==> config.mk <==
export PLATFORM = sky130hd
export DESIGN_NAME = pgmap_top
export DESIGN_NICKNAME = d
export VERILOG_FILES = /design/src/rtl/pgmap_pkg.sv /design/src/rtl/pgmap_bus_snoop.sv /design/src/rtl/pgmap_page_regs.sv /design/src/rtl/pgmap_xlate.sv /design/src/rtl/pgmap_top.sv
export SDC_FILE = /design/constraint.sdc
export NUM_CORES = 1
export LEC_CHECK = 0
export CAP_MARGIN = 30
export CORE_MARGIN = 5
export CORE_UTILIZATION = 50
export CTS_CLUSTER_SIZE = 16
export DETAILED_ROUTE_END_ITERATION = 8
export PLACE_DENSITY_LB_ADDON = 0.3
export SETUP_SLACK_MARGIN = 0.05
export SLEW_MARGIN = 20
export SYNTH_ARGS = -nofsm -noshare
export SYNTH_HDL_FRONTEND = slang
export SYNTH_HIERARCHICAL = 1
export SYNTH_SLANG_ARGS = --single-unit
==> constraint.sdc <==
create_clock -name clk -period 2.55 [get_ports clk]
set_input_delay 0.3825 -clock clk [delete_from_list [all_inputs] [get_ports clk]]
set_output_delay 0.3825 -clock clk [all_outputs]
set_load 0.01 [all_outputs]
==> src/rtl/pgmap_pkg.sv <==
// Package: shared widths and the captured-bus record for the page mapper.
// Assumes a 6502-style bus: 16-bit address, 8-bit data, R/W high = read.
package pgmap_pkg;

    localparam int CPU_AW = 16;
    localparam int CPU_DW = 8;
    localparam int PAGE_W = 8;

    typedef struct packed {
        logic [CPU_AW-1:0] addr;
        logic [CPU_DW-1:0] data;
        logic              rw;
    } cpu_bus_t;

endpackage

==> src/rtl/pgmap_bus_snoop.sv <==
// Module: records the bus while M2 is high and raises a one-clock commit
// strobe on the first clock that sees M2 low after it was high.
// Assumes clk is much faster than M2 and that the bus is stable during M2 high.
module pgmap_bus_snoop
    import pgmap_pkg::*;
(
    input  logic                 clk,
    input  logic                 rst_n,
    input  logic [CPU_AW-1:0]    cpu_addr,
    input  logic [CPU_DW-1:0]    cpu_wdata,
    input  logic                 cpu_rw,
    input  logic                 cpu_m2,
    output logic                 commit,
    output cpu_bus_t             cap
);

    logic m2_q;

    // Purpose: delayed copy of M2 for edge detection.
    always_ff @(posedge clk) begin
        if (!rst_n) m2_q <= 1'b0;
        else        m2_q <= cpu_m2;
    end

    // Purpose: keep the most recent bus state seen while M2 was high.
    always_ff @(posedge clk) begin
        if (!rst_n) begin
            cap <= '{addr: '0, data: '0, rw: 1'b1};
        end else if (cpu_m2) begin
            cap.addr <= cpu_addr;
            cap.data <= cpu_wdata;
            cap.rw   <= cpu_rw;
        end
    end

    // Purpose: flag the falling edge of M2.
    always_comb commit = m2_q && !cpu_m2;

    // a commit cannot repeat on the next clock
    p_commit_single_r5: assert property (@(posedge clk) disable iff (!rst_n)
        commit |=> !commit);

endmodule

==> src/rtl/pgmap_page_regs.sv <==
// Module: one page latch per window, each loaded by an exact-address store.
// Assumes window i is loaded by a store to SNOOP_ADDR + i.
module pgmap_page_regs
    import pgmap_pkg::*;
#(
    parameter int NUM_WIN    = 2,
    parameter int SNOOP_ADDR = 16'h00FC
) (
    input  logic                          clk,
    input  logic                          rst_n,
    input  logic                          commit,
    input  cpu_bus_t                      cap,
    output logic [NUM_WIN-1:0][PAGE_W-1:0] pages
);

    for (genvar i = 0; i < NUM_WIN; i++) begin : g_win
        localparam logic [CPU_AW-1:0] MY_ADDR = CPU_AW'(SNOOP_ADDR + i);
        logic hit_store;

        // Purpose: decode a committed write to this window's snoop address.
        always_comb hit_store = commit && !cap.rw && (cap.addr == MY_ADDR);

        // Purpose: hold the page number for this window.
        always_ff @(posedge clk) begin
            if (!rst_n)         pages[i] <= '0;
            else if (hit_store) pages[i] <= cap.data;
        end

        // reset leaves the latch at page zero
        p_page_reset_r1: assert property (@(posedge clk)
            !rst_n |=> pages[i] == '0);

        // a latch only changes after a committed write cycle
        p_page_change_on_store_r5: assert property (@(posedge clk) disable iff (!rst_n)
            (pages[i] != $past(pages[i])) |-> $past(commit && !cap.rw));
    end

endmodule

==> src/rtl/pgmap_xlate.sv <==
// Module: decodes the window hit, selects the window's page and forms the
// physical address and the memory enable. Purely combinational.
// Assumes WIN_PAGE + NUM_WIN <= 256 and that the low byte of PHYS_BASE is zero.
module pgmap_xlate
    import pgmap_pkg::*;
#(
    parameter int          NUM_WIN   = 2,
    parameter int          WIN_PAGE  = 8'h7C,
    parameter int          PHYS_W    = 17,
    parameter int unsigned PHYS_BASE = 32'h0001_0000
) (
    input  logic [CPU_AW-1:0]              cpu_addr,
    input  logic                           cpu_rw,
    input  logic                           cpu_m2,
    input  logic [NUM_WIN-1:0][PAGE_W-1:0] pages,
    output logic [PHYS_W-1:0]              mem_addr,
    output logic                           mem_ce
);

    localparam logic [PAGE_W-1:0] WP   = PAGE_W'(WIN_PAGE);
    localparam logic [PHYS_W-1:0] BASE = PHYS_W'(PHYS_BASE);

    logic [PAGE_W-1:0] rel_page;
    logic              hit;
    logic [PAGE_W-1:0] sel_page;
    logic [PHYS_W-1:0] offset;

    // Purpose: find which window, if any, the CPU page falls into.
    always_comb begin
        rel_page = cpu_addr[15:8] - WP;
        hit      = rel_page < PAGE_W'(NUM_WIN);
    end

    // Purpose: pick the page latch of the window that was hit.
    always_comb begin
        sel_page = '0;
        for (int i = 0; i < NUM_WIN; i++) begin
            if (rel_page == PAGE_W'(i)) sel_page = pages[i];
        end
    end

    // Purpose: build the physical address and the read enable.
    always_comb begin
        offset   = PHYS_W'({sel_page, cpu_addr[7:0]});
        mem_addr = hit ? (BASE + offset) : '0;
        mem_ce   = hit && cpu_rw && cpu_m2;
    end

    // the enable never goes high for a write or with M2 low
    always_comb begin
        p_ce_read_only_r7: assert (!mem_ce || (cpu_rw && cpu_m2));
    end

    // the low byte of a translated address follows the CPU address
    always_comb begin
        p_low_byte_kept_r4: assert (!hit || mem_addr[7:0] == cpu_addr[7:0]);
    end

endmodule

==> src/rtl/pgmap_top.sv <==
// Module: page-granular bank mapper top. It snoops zero-page stores into the
// page latches and translates window reads to physical addresses.
// Assumes one clock domain, with M2 and the bus sampled on clk.
module pgmap_top
    import pgmap_pkg::*;
#(
    parameter int          NUM_WIN    = 2,
    parameter int          SNOOP_ADDR = 16'h00FC,
    parameter int          WIN_PAGE   = 8'h7C,
    parameter int          PHYS_W     = 17,
    parameter int unsigned PHYS_BASE  = 32'h0001_0000
) (
    input  logic              clk,
    input  logic              rst_n,
    input  logic [15:0]       cpu_addr,
    input  logic [7:0]        cpu_wdata,
    input  logic              cpu_rw,
    input  logic              cpu_m2,
    output logic [PHYS_W-1:0] mem_addr,
    output logic              mem_ce
);

    logic                          commit;
    cpu_bus_t                      cap;
    logic [NUM_WIN-1:0][PAGE_W-1:0] pages;

    pgmap_bus_snoop u_snoop (
        .clk       (clk),
        .rst_n     (rst_n),
        .cpu_addr  (cpu_addr),
        .cpu_wdata (cpu_wdata),
        .cpu_rw    (cpu_rw),
        .cpu_m2    (cpu_m2),
        .commit    (commit),
        .cap       (cap)
    );

    pgmap_page_regs #(
        .NUM_WIN    (NUM_WIN),
        .SNOOP_ADDR (SNOOP_ADDR)
    ) u_regs (
        .clk    (clk),
        .rst_n  (rst_n),
        .commit (commit),
        .cap    (cap),
        .pages  (pages)
    );

    pgmap_xlate #(
        .NUM_WIN   (NUM_WIN),
        .WIN_PAGE  (WIN_PAGE),
        .PHYS_W    (PHYS_W),
        .PHYS_BASE (PHYS_BASE)
    ) u_xlate (
        .cpu_addr (cpu_addr),
        .cpu_rw   (cpu_rw),
        .cpu_m2   (cpu_m2),
        .pages    (pages),
        .mem_addr (mem_addr),
        .mem_ce   (mem_ce)
    );

endmodule

==> impl_metrics.ini <==
[clocking]
clock_path_buffers = 2
cts_buffers = 5
cts_root_buf = clkbuf_8
hold_buffers = 0
clock-sinks = 42
cts_max_level = 2
clkLatencyLatePin_ns = 0.29
path_clk_slew_ns = 0.07
cts_tree = built

[global_route]
use_met3 = 0.05234
use_met1 = 0.2007
grt_pass1_vias = 1476
globalRouteTotalUtil = 0.1604
grt_max_degree = 51
met2_usage = 0.2585
busiest_layer = met2
overflow = 0
grt_pass1_wl_microns = 6603
antenna_found_initial = 0

[routing]
num_vias = 1406
avgRoutedWirePerCell_microns = 13.50
drt_iter0_drc = 98
viasPerCell = 4.865
postRouteAntennaNets = 0
wl_microns = 3902
drtPass1Iterations = 4
drc = 0

[finish]
synthToLayoutAreaGrowth_pct = 28.63
n_antenna_cell = 0
final_nets = 270
drive_gt1_frac = 0.1079
post-route-util = 0.6771

[setup_path]
cp_num_buf_inv = 3
cp_max_fo = 8
cp_cell_sequence = clkdlybuf4s50_1, nand4bb_1, buf_4, nor3_1, clkdlybuf4s50_1
criticalPathCategory = in2out
crit_top_cell = clkdlybuf4s50_1
start_kind = input pin
crit_required_ns = 2.17
crit_slowest_cell = clkdlybuf4s50_1
cp_slowest_stage_delay_ns = 0.57
cp.arrival_ns = 2.05
end_kind = output pin
path_depth = 5
r2r_cells = 5
cpLargestDelayFamily = buffers and inverters

[power]
leakagePower_nw = 1.143
ir_drop_mv = 0.3621
pwr_density_cell_nw_per_um2 = 494.2

[run_status]
status = finished, final reports clean

[die]
rows = 22
die_area_sq_um = 5297
die_h_microns = 72.78
start_util = 0.5264
die_w_microns = 72.78
io_pins = 46
core_area_sq_um = 3744

[timing]
hold_viol = 0
setup_viol = 0
final.min_clock_period_ns = 2.435
relSlewSlack = 0.6941
final.period_utilization = 0.9550
finClkSkew_ns = 0.003419
setup_tns_ns = 0
rsz0062_at_grt = no
fmax_mhz = 410.6
drv_slew = 0
worstMarginPinSlew_ns = 0.4546

[synth]
synth_area_sq_um = 1971
synth_top_cell_by_area = dfxtp_1
syn-num-nets = 222
avgSynthCellArea_sq_um = 10.16
postSynthCellCount = 194
synth-seq-cells = 42
synth.top_cell.area_share = 0.4267
ys_types = 24
yosys_warnings = 6
synth_area_leaders = dfxtp_1 43%, mux2i_1 25%, nor2b_1 7.9%, nand2_1 5.3%, nor3_2 4.6%
synth-seq-area-share = 0.4267

[placement]
gp_congestion = 0.7344
port_buffers = 45
dp_hpwl_microns = 2768

[hold_path]
min_path_cells = 2
hold_class = reg2reg

[job]
cap_viol_max_count = 0
==> synthesized netlist by cell type <==
master and n:
nand3_2 1, nor2b_1 25, dfxtp_1 42, buf_4 2, nand2_1 28, buf_8 1
or4_1 1, nor3_2 9, nor2_1 1, nor3_1 9, and2_1 1, mux2i_1 49
nor3_4 1, nor3b_1 1, buf_12 2, inv_1 8, clkbuf_1 4, nand4bb_1 1
nand3_1 1, nor4_1 1, buf_2 1, nand4b_1 1, buf_6 3, and3_1 1
==> layer usage <==
layer	up-vias	routed length (microns)
met5	-	0
met2	33	1807
li1	739	-
met4	0	51
met3	6	239
met1	628	1804
==> flip-flops by register name, indices dropped and copies added, names as in the netlist <==
name	count
u_regs/pages	16
u_snoop/cap	25
u_snoop/m2_q	1
==> layout make-up <==
| class | count | area (sq um) |
|---|---|---|
| Clock buffer | 6 | 82.58 |
| Fill cell | 316 | 1209 |
| Inverter | 8 | 30.03 |
| Multi-Input combinational cell | 131 | 975.9 |
| Sequential cell | 42 | 840.8 |
| Tap cell | 48 | 60.06 |
| Timing Repair Buffer | 54 | 545.5 |
==> cell families after synthesis <==
group / share of synthesized area
AND/OR/NAND/NOR: 0.2464
multiplexers: 0.2489
flip-flops: 0.4267
buffers and inverters: 0.07809
==> what timing repair did <==
action                     4_1_cts  5_1_grt
gates resized for setup          0        6
setup buffers                    0        0
setup endpoints to repair        0        6
==> path summary, 6_finish.rpt <==
| check | start | end | slack [ns] |
|---|---|---|---|
| worst max-delay path | cpu_addr[15] | mem_addr[10] | 0.11 |
| worst min-delay path | u_regs/pages[4] | u_regs/pages[4] | 0.46 |
| worst max register to register | u_snoop/cap[22] | u_regs/pages[0] | 0.74 |
| worst min register to register | u_regs/pages[4] | u_regs/pages[4] | 0.46 |
==> through the flow <==
step / total power [mW] / std cells / setup slack [ns] / cell area, sq um / hold slack [ns]
5_1_grt: 1.307 / 289 / 0.05493 / 2535 / 0.4850
3_3_place_gp: 0.8517 / 283 / 0.09485 / 2437 / 0.4430
3_5_place_dp: 0.8542 / 283 / 0.08353 / 2437 / 0.4520
4_1_cts: 1.266 / 289 / 0.06475 / 2520 / 0.4642
2_1_floorplan: 0.7929 / 194 / 0.9873 / 1971 / 0.4320
6_report: 1.253 / 289 / 0.1148 / 2535 / 0.4627
==> layout by cell type (no fill, tap or decap), types with 6 or more instances in the layout <==
cell,Yosys,routed
nor3_1,9,9
dlymetal6s2s_1,0,6
mux2i_1,49,49
clkbuf_8,0,6
nor2b_1,25,25
dfxtp_1,42,42
buf_4,2,8
inv_1,8,8
clkdlybuf4s50_1,0,39
nand2_1,28,28
nor3_2,9,9
==> where the power goes <==
group          switching, mW  internal (mW)
combinational         0.0637         0.0832
clock                  0.205          0.209
sequential            0.0127          0.680
total                  0.281          0.972
==> worst register-to-register path, delay by kind of cell, from the launching register on <==
kind	cells	cell delay (ns)
DFF	1	0.32
muxes	1	0.20
and+or+nand+nor	3	1.03
buffers and inverters	1	0.20
Power figures use the tool's default switching activity.
